`src/rtl/rstCausePkg.sv`:
```
package rstCausePkg;

  typedef enum logic [1:0] {
    ST_PWRUP = 2'd0,
    ST_RUN   = 2'd1,
    ST_BROWN = 2'd2,
    ST_PIN   = 2'd3
  } seqState_t;

  // strobes from control to datapath
  typedef struct packed {
    logic tmrClr;
    logic tmrRun;
    logic clrBor;
    logic clrCm;
  } ctrlStrobes_t;

  // qualified conditions from datapath to control
  typedef struct packed {
    logic pinQual;
    logic brownQual;
    logic brownNow;
    logic cmReq;
    logic tmrDone;
  } dpStatus_t;

  localparam int FLAG_POR = 0;
  localparam int FLAG_BOR = 1;
  localparam int FLAG_CM  = 2;
  localparam int FLAG_N   = 3;

endpackage

```
`src/rtl/rstCauseSync.sv`:
```
module rstCauseSync #(
  parameter int W = 3,
  parameter int STAGES = 2,
  parameter logic [W-1:0] RST_VAL = '0
) (
  input  logic         clk,
  input  logic         rstN,
  input  logic [W-1:0] d,
  output logic [W-1:0] q
);

  logic [W-1:0] stage [STAGES];

  always_ff @(posedge clk or negedge rstN) begin
    if (!rstN) stage[0] <= RST_VAL;
    else       stage[0] <= d;
  end

  generate
    for (genvar s = 1; s < STAGES; s++) begin : g_stage
      always_ff @(posedge clk or negedge rstN) begin
        if (!rstN) stage[s] <= RST_VAL;
        else       stage[s] <= stage[s-1];
      end
    end
  endgenerate

  assign q = stage[STAGES-1];

endmodule

```
`src/rtl/rstCauseDatapath.sv`:
```
module rstCauseDatapath
  import rstCausePkg::*;
#(
  parameter int FILT_LEN = 8,
  parameter int BOR_QUAL = 12,
  parameter int PWRT_LEN = 32,
  parameter int SYNC_STAGES = 2
) (
  input  logic              clk,
  input  logic              porN,
  input  logic              extRstN,
  input  logic              supplyLow,
  input  logic              regEnable,
  input  logic              cfgMismatch,
  input  logic              swWrEn,
  input  logic [FLAG_N-1:0] swSetMask,
  input  ctrlStrobes_t      strobes,
  output dpStatus_t         status,
  output logic [FLAG_N-1:0] flags
);

  localparam int FILT_W = $clog2(FILT_LEN + 1);
  localparam int QUAL_W = $clog2(BOR_QUAL + 1);
  localparam int TMR_W  = $clog2(PWRT_LEN + 1);
  localparam logic [FILT_W-1:0] FILT_MAX = FILT_W'(FILT_LEN);
  localparam logic [QUAL_W-1:0] QUAL_MAX = QUAL_W'(BOR_QUAL);
  localparam logic [TMR_W-1:0]  TMR_MAX  = TMR_W'(PWRT_LEN);

  // bit 2 pin (idles high), bit 1 supply, bit 0 mismatch
  logic [2:0] syncOut;
  rstCauseSync #(.W(3), .STAGES(SYNC_STAGES), .RST_VAL(3'b100)) u_sync (
    .clk (clk),
    .rstN(porN),
    .d   ({extRstN, supplyLow, cfgMismatch}),
    .q   (syncOut)
  );

  logic pinLowSync, brownSync, cmSync;
  assign pinLowSync = ~syncOut[2];
  assign brownSync  = syncOut[1] & regEnable;
  assign cmSync     = syncOut[0];

  // pin glitch filter: saturating count of consecutive low cycles
  logic [FILT_W-1:0] pinCnt;
  always_ff @(posedge clk or negedge porN) begin
    if (!porN)                            pinCnt <= '0;
    else if (!pinLowSync)                 pinCnt <= '0;
    else if (pinCnt != FILT_MAX)          pinCnt <= pinCnt + 1'b1;
  end

  // brown-out qualification counter
  logic [QUAL_W-1:0] qualCnt;
  always_ff @(posedge clk or negedge porN) begin
    if (!porN)                            qualCnt <= '0;
    else if (!brownSync)                  qualCnt <= '0;
    else if (qualCnt != QUAL_MAX)         qualCnt <= qualCnt + 1'b1;
  end

  // power-up timer
  logic [TMR_W-1:0] tmrCnt;
  always_ff @(posedge clk or negedge porN) begin
    if (!porN)                                    tmrCnt <= '0;
    else if (strobes.tmrClr)                      tmrCnt <= '0;
    else if (strobes.tmrRun && tmrCnt != TMR_MAX) tmrCnt <= tmrCnt + 1'b1;
  end

  assign status.pinQual   = pinLowSync && (pinCnt == FILT_MAX);
  assign status.brownQual = brownSync && (qualCnt == QUAL_MAX);
  assign status.brownNow  = brownSync;
  assign status.cmReq     = cmSync;
  assign status.tmrDone   = (tmrCnt == TMR_MAX);

  // cause flags: hardware clear has priority over software set
  logic [FLAG_N-1:0] hwClr;
  assign hwClr[FLAG_POR] = 1'b0;
  assign hwClr[FLAG_BOR] = strobes.clrBor;
  assign hwClr[FLAG_CM]  = strobes.clrCm;

  localparam logic [FLAG_N-1:0] FLAG_RST = FLAG_N'(1) << FLAG_CM;

  generate
    for (genvar f = 0; f < FLAG_N; f++) begin : g_flag
      always_ff @(posedge clk or negedge porN) begin
        if (!porN)                         flags[f] <= FLAG_RST[f];
        else if (hwClr[f])                 flags[f] <= 1'b0;
        else if (swWrEn && swSetMask[f])   flags[f] <= 1'b1;
      end
    end
  endgenerate

endmodule

```
`src/rtl/rstCauseCtrl.sv`:
```
module rstCauseCtrl
  import rstCausePkg::*;
(
  input  logic         clk,
  input  logic         porN,
  input  dpStatus_t    status,
  output ctrlStrobes_t strobes,
  output logic         deviceRst
);

  seqState_t state, nextState;
  logic restart, clrBor, clrCm;

  always_comb begin
    nextState = state;
    restart   = 1'b0;
    clrBor    = 1'b0;
    clrCm     = 1'b0;
    unique case (state)
      ST_RUN: begin
        if (status.brownQual) begin
          nextState = ST_BROWN;
          clrBor    = 1'b1;
        end else if (status.pinQual) begin
          nextState = ST_PIN;
        end else if (status.cmReq) begin
          nextState = ST_PWRUP;
          clrCm     = 1'b1;
          restart   = 1'b1;
        end
      end
      ST_PWRUP: begin
        if (status.brownNow) begin
          nextState = ST_BROWN;
          clrBor    = 1'b1;
        end else if (status.pinQual) begin
          nextState = ST_PIN;
        end else if (status.cmReq) begin
          clrCm     = 1'b1;
          restart   = 1'b1;
        end else if (status.tmrDone) begin
          nextState = ST_RUN;
        end
      end
      ST_BROWN: begin
        if (!status.brownNow) nextState = ST_PWRUP;
      end
      ST_PIN: begin
        if (status.brownQual) begin
          nextState = ST_BROWN;
          clrBor    = 1'b1;
        end else if (!status.pinQual) begin
          nextState = ST_PWRUP;
        end
      end
      default: nextState = ST_PWRUP;
    endcase
  end

  always_ff @(posedge clk or negedge porN) begin
    if (!porN) begin
      state     <= ST_PWRUP;
      deviceRst <= 1'b1;
    end else begin
      state     <= nextState;
      deviceRst <= (nextState != ST_RUN);
    end
  end

  assign strobes.tmrClr = (state != ST_PWRUP) || restart;
  assign strobes.tmrRun = (state == ST_PWRUP);
  assign strobes.clrBor = clrBor;
  assign strobes.clrCm  = clrCm;

endmodule

```
`src/rtl/rstCauseSeq.sv`:
```
module rstCauseSeq
  import rstCausePkg::*;
#(
  parameter int FILT_LEN = 8,
  parameter int BOR_QUAL = 12,
  parameter int PWRT_LEN = 32,
  parameter int SYNC_STAGES = 2
) (
  input  logic       clk,
  input  logic       powerOnIn,
  input  logic       extRstN,
  input  logic       supplyLow,
  input  logic       regEnable,
  input  logic       cfgMismatch,
  input  logic       swWrEn,
  input  logic [2:0] swSetMask,
  output logic       deviceRst,
  output logic       porFlag,
  output logic       borFlag,
  output logic       cmFlag
);

  // power-on: asserted asynchronously, released through two flops
  logic [1:0] porSync;
  logic porN;
  always_ff @(posedge clk or posedge powerOnIn) begin
    if (powerOnIn) porSync <= 2'b00;
    else           porSync <= {porSync[0], 1'b1};
  end
  assign porN = porSync[1];

  ctrlStrobes_t strobes;
  dpStatus_t status;
  logic [FLAG_N-1:0] flags;

  rstCauseDatapath #(
    .FILT_LEN(FILT_LEN), .BOR_QUAL(BOR_QUAL),
    .PWRT_LEN(PWRT_LEN), .SYNC_STAGES(SYNC_STAGES)
  ) u_dp (
    .clk(clk), .porN(porN), .extRstN(extRstN), .supplyLow(supplyLow),
    .regEnable(regEnable), .cfgMismatch(cfgMismatch), .swWrEn(swWrEn),
    .swSetMask(swSetMask), .strobes(strobes), .status(status), .flags(flags)
  );

  rstCauseCtrl u_ctrl (
    .clk(clk), .porN(porN), .status(status),
    .strobes(strobes), .deviceRst(deviceRst)
  );

  assign porFlag = flags[FLAG_POR];
  assign borFlag = flags[FLAG_BOR];
  assign cmFlag  = flags[FLAG_CM];

endmodule

```
`config.mk`:
```
export PLATFORM = sky130hd
export DESIGN_NAME = rstCauseSeq
export DESIGN_NICKNAME = d
export VERILOG_FILES = /design/src/rtl/rstCausePkg.sv /design/src/rtl/rstCauseSync.sv /design/src/rtl/rstCauseDatapath.sv /design/src/rtl/rstCauseCtrl.sv /design/src/rtl/rstCauseSeq.sv
export SDC_FILE = /design/constraint.sdc
export NUM_CORES = 1
export LEC_CHECK = 0
export ABC_AREA = 1
export BUFFER_PORTS_ARGS = -buffer_cell sky130_fd_sc_hd__clkbuf_2
export CAP_MARGIN = 10
export CORE_MARGIN = 2
export CORE_UTILIZATION = 45
export CTS_CLUSTER_DIAMETER = 50
export CTS_CLUSTER_SIZE = 20
export DETAILED_ROUTE_END_ITERATION = 10
export PLACE_DENSITY = 0.66
export SLEW_MARGIN = 20
export SYNTH_ARGS = -nofsm -noshare
export SYNTH_HDL_FRONTEND = slang
export SYNTH_HIERARCHICAL = 1
export SYNTH_SLANG_ARGS = --single-unit
export TNS_END_PERCENT = 30
```
`constraint.sdc`:
```
create_clock -name clk -period 1 [get_ports clk]
set_clock_uncertainty 0.2 [all_clocks]
set_input_delay 0 -clock clk [delete_from_list [all_inputs] [get_ports clk]]
set_output_delay 0 -clock clk [all_outputs]
set_load 0.1 [all_outputs]
```
# Word-level counts from Yosys, hierarchy flattened
# Cells that the tools add are included.
# word_totals
in_bits	10
wordCells	70
out_inout_bits	4
reg_bits	28
# op_classes
n_bitwise	2
mux	29
n_addsub	3
n_reduce_logical	14
eq_ne	11
# ops
op	count
$mux 2	10
$mux 4	4
$mux 6	2
$mux 1	10
$reduce_bool 2->1	5
$add 4x1->4 const B	2
$eq 4x4->1 const B	2
$ne 4x4->1 const B	2
$pmux 2 s4	1
$add 6x1->6 const B	1
$eq 6x6->1 const B	1
$logic_and 1x1->1	6
$ne 6x6->1 const B	1
$eq 2x2->1 const B	2
$pmux 1 s2	2
$eq 2x1->1 const B	1
$logic_not 2->1	1
$ne 2x1->1 const B	1
$ne 2x2->1 const B	1
$reduce_or 2->1	1
$and 1x1->1	1
$logic_or 1x1->1	1
$not 1->1	1

# Longest topological paths before layout
# Gate-level depths: netlist of the first run.
# logic_depth
ltp_word	7
depth_mapped	12
mapped_depth_nobuf	12

# Cells and area by module
# The synthesis of the first run kept the hierarchy.
# modules_own_cells
mod	seq_area_each_um2	area_each_um2	cells_each	n_inst
rstCauseDatapath	426.7	890.9	102	1
rstCauseCtrl	76.3	239.0	36	1
rstCauseSync	152.6	175.2	9	1
rstCauseSeq	50.0	57.6	4	1

# Worst setup path after synthesis of the first run
# No wires, ideal clock.
# synth_timing
kind	register to register
start	register u_dp.qualCnt[0]
end	register u_dp.tmrCnt[4]
stages_incl_launch_ff	13
arrival_time_ns	1.528
path_buffers	0
slack_ns	-0.806
period_less_slack_ns	1.806
t_required_ns	0.723
setup_time_ns	0.077
cell_sequence	dfrtp_1 inv_1 ha_1 nand3_1 nor2_1 inv_1 nand2_2 o21ai_2 nand3_1 nand2_1 inv_1 o21ai_0 a21oi_1
# synth_rtl
item	line_no	source
from (decl)	rstCauseDatapath.sv:52	logic [QUAL_W-1:0] qualCnt;
from (signal assigned)	rstCauseDatapath.sv:56	else if (qualCnt != QUAL_MAX) qualCnt <= qualCnt + 1'b1;
to (signal assigned)	rstCauseDatapath.sv:64	else if (strobes.tmrRun && tmrCnt != TMR_MAX) tmrCnt <= tmrCnt + 1'b1;
to (decl)	rstCauseDatapath.sv:60	logic [TMR_W-1:0] tmrCnt;

==> results of run 1 <==
==> stage by stage <==
step,util [%],TNS [ns],total power [uW]
floorplan,-,-8.78,1520
global placement,63.0,-9.45,1710
detailed placement,63.0,-10.45,1730
CTS,71.2,-11.00,2530
global route,73.0,-13.42,2640
finish,73.0,-11.75,2520
==> cell families (layout without fill, tap and decap cells) <==
| kind of cell | after synthesis | in the layout | share of synthesized area [%] |
|---|---|---|---|
| XOR/XNOR | 5 | 5 | 3.21 |
| AO/OA/AOI/OAI | 15 | 15 | 6.43 |
| adder cells (fa/ha/maj) | 6 | 6 | 5.51 |
| AND/OR/NAND/NOR | 63 | 63 | 21.5 |
| flip-flops | 28 | 28 | 51.8 |
| buffers and inverters | 33 | 97 | 11.3 |
| other | 1 | 1 | 0.275 |
==> report_power, final <==
group / switching, uW / internal [uW] / leakage (uW) / total, uW
Sequential: 36.8 / 1200 / 0.000349 / 1240
Clock: 337 / 406 / 0.0000279 / 743
Combinational: 285 / 255 / 0.000679 / 540
==> repair_timing <==
action	CTS	global route
cloned	0	0
hold endpoints to repair	16	2
pin swaps	10	8
buffers inserted	6	3
endpoints found under the setup margin	23	23
gates resized for setup	18	8
==> cell type report <==
| type | count | area, um2 |
|---|---|---|
| inverters | 26 | 103 |
| multi-input cells | 90 | 584 |
| clock buffers | 3 | 22.5 |
| repair buffers | 67 | 561 |
| flip-flops and latches | 28 | 709 |
| well taps | 31 | 38.8 |
| clock inverters | 1 | 30.0 |
| fillers | 209 | 757 |
==> critical path, stage by stage (launching register included) <==
cell                      delay (ns)
sky130_fd_sc_hd__dfrtp_1        0.42
sky130_fd_sc_hd__inv_2          0.09
sky130_fd_sc_hd__ha_4           0.14
sky130_fd_sc_hd__nand3_4        0.07
sky130_fd_sc_hd__nor2_4         0.12
sky130_fd_sc_hd__inv_2          0.05
sky130_fd_sc_hd__nand2_2        0.07
sky130_fd_sc_hd__o21ai_2        0.07
sky130_fd_sc_hd__nand3_2        0.11
sky130_fd_sc_hd__nand2_4        0.07
sky130_fd_sc_hd__nor2_4         0.16
sky130_fd_sc_hd__nand2_1        0.07
sky130_fd_sc_hd__nand2_1        0.07
==> how the worst min path moves through the flow <==
stage,startpoint,slack (ns),endpoint
floorplan,powerOnIn,-0.46,porSync[0]
global placement,powerOnIn,-0.37,porSync[0]
detailed placement,powerOnIn,-0.36,porSync[1]
CTS,regEnable,-0.11,u_dp/qualCnt[2]
global route,regEnable,-0.06,u_dp/qualCnt[2]
finish,regEnable,-0.09,u_dp/qualCnt[2]
==> per-layer routing <==
layer  track usage, %  vias up  wire (um)
met3             3.28        6         68
met4             8.44        0         49
met5                0        -          0
li1                 -      592          -
met1             21.3      539       1150
met2             32.4       20       1540
==> state kept, by name (all words and copies together) (netlist names) <==
register           flops
u_dp/pinCnt            4
u_dp/flags             3
u_ctrl/state           2
u_dp/u_sync/q          3
u_dp/u_sync/stage      3
u_ctrl/deviceRst       1
porSync                2
u_dp/qualCnt           4
u_dp/tmrCnt            6
==> layout by cell type, fill, tap and decap left out, drive strengths merged, types with 6 or more instances in the layout <==
master,instances
nand2,29
nor2,15
inv,26
clkbuf,12
ha,6
buf,49
nand3,14
dlygate4sd3,9
o21ai,9
dfrtp,24
==> qor.txt, run 1 <==
result of the run: complete, but fails checks
violations in the final reports: negative hold slack, negative setup slack
Final Worst Setup Slack: -0.767 ns
fraction of final layout cells with drive strength greater than 1: 44.2%
Skew-Pair Late Insertion Delay: 0.33 ns
average wire per cell in the routed design: 11.4 um
non-filler instance count after layout: 246
cell count after synthesis: 151
Setup Crit Path Kind: reg -> reg
number of hold buffers added after cts: 9
fmax: 566 MHz
antenna violations before repair: 0
final worst path period share: 177%
Crit. Startpoint: u_dp/qualCnt[0]
CTS tree: done
I/O pin total: 14
count of nets after finishing: 232
leakage dissipation: 0.00106 uW
top cell types by occurrence after synthesis: 28 x sky130_fd_sc_hd__nand2_1, 25 x sky130_fd_sc_hd__inv_1, 24 x sky130_fd_sc_hd__dfrtp_1
maximum number of pins on one net before global-route repair: 19
quantity of I/O buffers inserted on ports: 13
placement row count: 19
Worst Setup Slack post-DPL: -0.802 ns
via count of the first global-routing pass: 1180
number of enable flip-flop cells after synthesis: 0
layout overhead on the synthesized area: 50.3%
end point of the critical path: u_dp/tmrCnt[1]
number of maximum-capacitance violations: 0
number of instances in the placed design: 224
Hold Path Class: in -> reg
post-synthesis cell area: 0.00136 mm2
Detail Placement HPWL: 2.01 mm
Total Routed Length: 2.81 mm
via count normalized by instance count: 4.70
RSZ-0062 raised after global routing: yes
Remaining DRCs: 0
startpoint type of the worst setup path: flop
floorplan die height: 59.0 um
power density over cell area: 1230 mW/mm2
DRC violation total after the first TritonRoute iteration: 18
YS warnings: 6
async set-or-reset flop fraction in the synthesized netlist: 100%
total global-route track usage: 18.3%
slack of the worst reg-to-reg path: -0.77 ns
synthesized area per cell: 9.02 um2
Distinct cells, synth: 24
source of the worst register-to-register timing path: u_dp/qualCnt[0]
share of Yosys cell area claimed by the top area cell type: 44.1%
area of the die: 0.00348 mm2
final antenna-violating net count: 0
most area-consuming cells after synthesis: sky130_fd_sc_hd__dfrtp_1 44%, sky130_fd_sc_hd__dfstp_2 7.7%, sky130_fd_sc_hd__nand2_1 7.7%
die outline width: 59.0 um
register clock-pin slew on the reported worst setup and hold paths: 0.15 ns
final count of pins violating max slew: 0
most repeated cell in the gate-level netlist after synthesis: sky130_fd_sc_hd__nand2_1
Data required, critical path: 1.08 ns
most frequently used flop master after synthesis: sky130_fd_sc_hd__dfrtp_1
root buffer selected by CTS: sky130_fd_sc_hd__clkbuf_4
hold depth: 4
final period demand of the worst path: 1.77 ns
terminus of the critical flop-to-flop path: u_dp/tmrCnt[1]
data arrival time of the worst path: 1.85 ns
biggest fanout along the worst timing path: 5
setup-violating endpoint count in the final report: 23
n_diodes: 0
Yosys top cell by area: sky130_fd_sc_hd__dfrtp_1
maximum vdd ir drop: 0.00109 V
part of the Yosys area used for sequential elements: 51.8%
number of iterations in the first detailed-routing pass: 4
Max clock buf depth: 2
area post-placement: 0.00177 mm2
maximum level of the CTS H-tree: 1
RePlAce Congestion: 0.831
Congestion Overflow GR: 0
clock sink total: 28
Critical Path Sink Type: flop
net count of the mapped netlist: 167
starting density of the core: 48.6%
detailed-route via count: 1157
Min Hold Slack: -0.0867 ns
flops & latches, synth: 28
length in cells of the worst reg-to-reg path: 12
final std cell area, no fill: 0.00205 mm2
CORE AREA: 0.00281 mm2
total clock buffers created by CTS: 3
wire length of the first global-routing pass: 4.80 mm
final hold violation count: 8
(Power assumes the default switching activity.)
==> run 2: changes to the inputs <==
--- a/config.mk
+++ b/config.mk
@@ -6,14 +6,13 @@
 export NUM_CORES = 1
 export LEC_CHECK = 0
 export ABC_AREA = 1
-export BUFFER_PORTS_ARGS = -buffer_cell sky130_fd_sc_hd__clkbuf_2
 export CAP_MARGIN = 10
 export CORE_MARGIN = 2
 export CORE_UTILIZATION = 45
 export CTS_CLUSTER_DIAMETER = 50
 export CTS_CLUSTER_SIZE = 20
 export DETAILED_ROUTE_END_ITERATION = 10
-export PLACE_DENSITY = 0.66
+export DONT_BUFFER_PORTS = 1
 export SLEW_MARGIN = 20
 export SYNTH_ARGS = -nofsm -noshare
 export SYNTH_HDL_FRONTEND = slang
==> constraint.sdc (replaced) <==
create_clock -name clk -period 1 [get_ports clk]
set_clock_uncertainty 0.2 [all_clocks]
set_input_delay 0.2 -clock clk [delete_from_list [all_inputs] [get_ports clk]]
set_output_delay 0.2 -clock clk [all_outputs]
set_load 0.1 [all_outputs]
==> qor.txt, run 2 (synthesis results as in run 1) <==
result of the run: complete, but fails checks
violations in the final reports: negative hold slack, negative setup slack
Top Registers: u_dp/tmrCnt: 6 flops, u_dp/pinCnt: 4 flops, u_dp/qualCnt: 4 flops
fmax: 577 MHz
Detail Placement HPWL: 1.95 mm
maximum single-stage delay on the critical path: 0.43 ns
number of iterations in the first detailed-routing pass: 6
Worst Setup Slack post-DPL: -0.791 ns
via count of the first global-routing pass: 1168
fraction of final layout cells with drive strength greater than 1: 38.5%
Skew-Pair Late Insertion Delay: 0.33 ns
Critical Path Slowest Stage Cell: sky130_fd_sc_hd__dfrtp_1
final hold violation count: 6
slack of the worst reg-to-reg path: -0.73 ns
wire length of the first global-routing pass: 4.97 mm
RePlAce Congestion: 0.846
Final Worst Setup Slack: -0.733 ns
final antenna-violating net count: 0
DRC violation total after the first TritonRoute iteration: 40
placement row count: 19
Remaining DRCs: 0
Crit path buffers/inverters: 2
number of maximum-capacitance violations: 0
total clock buffers created by CTS: 3
root buffer selected by CTS: sky130_fd_sc_hd__clkbuf_4
final period demand of the worst path: 1.73 ns
maximum vdd ir drop: 0.000936 V
Max clock buf depth: 2
area post-placement: 0.00167 mm2
floorplan die height: 59.0 um
maximum number of pins on one net before global-route repair: 16
clock sink total: 28
fill cell count: 232
via count normalized by instance count: 4.83
cell type group with the largest total delay on the critical path: simple AND/OR/NAND/NOR gates
Cell Chain, Critical Path: inv_2 -> ha_4 -> nand3_4 -> nor2_4 -> inv_2 -> nand2_2 -> o21ai_2 -> nand3_2 -> nand2_4 -> nor2_4 -> nand2_1 -> nand2_1
register clock-pin slew on the reported worst setup and hold paths: 0.15 ns
total global-route track usage: 19.1%
most common cell after layout, fill and taps aside: sky130_fd_sc_hd__buf_4
Setup Crit Path Kind: reg -> reg
area of the die: 0.00348 mm2
top register by number of flip-flops: u_dp/tmrCnt
biggest fanout along the worst timing path: 5
power density over cell area: 1180 mW/mm2
RSZ-0062 raised after global routing: yes
layout overhead on the synthesized area: 41.7%
quantity of I/O buffers inserted on ports: 0
CTS tree: done
number of instances in the placed design: 208
starting density of the core: 48.6%
final std cell area, no fill: 0.00193 mm2
detailed-route via count: 1115
I/O pin total: 14
antenna violations before repair: 0
Critical Path Sink Type: flop
n_diodes: 0
startpoint type of the worst setup path: flop
non-filler instance count after layout: 231
commonest cells after routing, fill and taps aside: 37 x sky130_fd_sc_hd__buf_4, 27 x sky130_fd_sc_hd__nand2_1, 23 x sky130_fd_sc_hd__dfrtp_1, 17 x sky130_fd_sc_hd__inv_1
die outline width: 59.0 um
average wire per cell in the routed design: 12.9 um
Total Routed Length: 2.99 mm
maximum level of the CTS H-tree: 1
final worst path period share: 173%
Data required, critical path: 1.07 ns
setup-violating endpoint count in the final report: 23
Congestion Overflow GR: 0
CORE AREA: 0.00281 mm2
final count of pins violating max slew: 0
post-layout util: 68.8%
leakage dissipation: 0.000978 uW
Min Hold Slack: -0.00695 ns
count of nets after finishing: 217
flip-flop count of the largest register, all copies and words added: 6
Hold Path Class: reg -> async
data arrival time of the worst path: 1.80 ns
## run 2: changes by cell type in the layout (fill, tap and decap cells not counted), sizes merged
cell and delta:
bufinv -1, clkbuf -8, buf -6
## run 2: timing repair
item	CTS	global route
setup buffers	7	3
resized for setup	14	9
pin swaps	11	3
hold buffers	9	0
hold endpoints to repair	8	0
setup endpoints to repair	23	23
## run 2: metrics by stage
stage | total power, uW | setup TNS [ns] | hold slack [ns]
after floorplan | 1520 | -9.38 | -0.259
after global placement | 1680 | -9.69 | -0.254
after detailed placement | 1690 | -10.46 | -0.250
after CTS | 2280 | -11.72 | 0.00706
after global routing | 2400 | -13.91 | 0.0220
final | 2280 | -12.29 | -0.00695
## run 2: layout make-up
type / instances / area [um2] / share of cell area [%]
Multi-Input combinational cell: 90 / 571 / 29.6
Timing Repair Buffer: 52 / 470 / 24.4
Sequential cell: 28 / 709 / 36.7
Clock buffer: 4 / 36.3 / 1.88
Tap cell: 31 / 38.8 / 2.01
Inverter: 26 / 105 / 5.44
## run 2: where the power goes
part | switching (uW) | total [uW] | internal [uW] | leakage, uW
sequential | 41.8 | 1240 | 1200 | 0.000349
clock | 325 | 548 | 223 | 0.0000210
combinational | 270 | 491 | 221 | 0.000608
total | 637 | 2280 | 1640 | 0.000978
## run 2: final timing paths
path                            cells past startpoint         endpoint            start
worst max-delay path                               12   u_dp/tmrCnt[0]  u_dp/qualCnt[1]
worst min-delay path                                1   u_dp/pinCnt[2]       porSync[1]
worst max register to register                     12   u_dp/tmrCnt[0]  u_dp/qualCnt[1]
worst min register to register                      1   u_dp/pinCnt[2]       porSync[1]
max in group asynchronous                           3       porSync[1]        powerOnIn
min in group clk                                    3  u_dp/qualCnt[3]        regEnable
## run 2: worst reg2reg max path: stages (launching register included)
cell and delay, ns:
sky130_fd_sc_hd__dfrtp_1 0.43, sky130_fd_sc_hd__inv_2 0.09, sky130_fd_sc_hd__ha_4 0.13, sky130_fd_sc_hd__nand3_4 0.07, sky130_fd_sc_hd__nor2_4 0.11, sky130_fd_sc_hd__inv_2 0.05
sky130_fd_sc_hd__nand2_2 0.07, sky130_fd_sc_hd__o21ai_2 0.07, sky130_fd_sc_hd__nand3_2 0.11, sky130_fd_sc_hd__nand2_4 0.07, sky130_fd_sc_hd__nor2_4 0.14, sky130_fd_sc_hd__nand2_1 0.07
sky130_fd_sc_hd__nand2_1 0.07
## run 2: metal layers
layer,share of wire (%),GRT usage (%),routed length [um]
met1,41,21.3,1230
met2,54,35.7,1620
met3,3.0,4.15,90
met4,1.4,6.17,42
met5,0,0,0
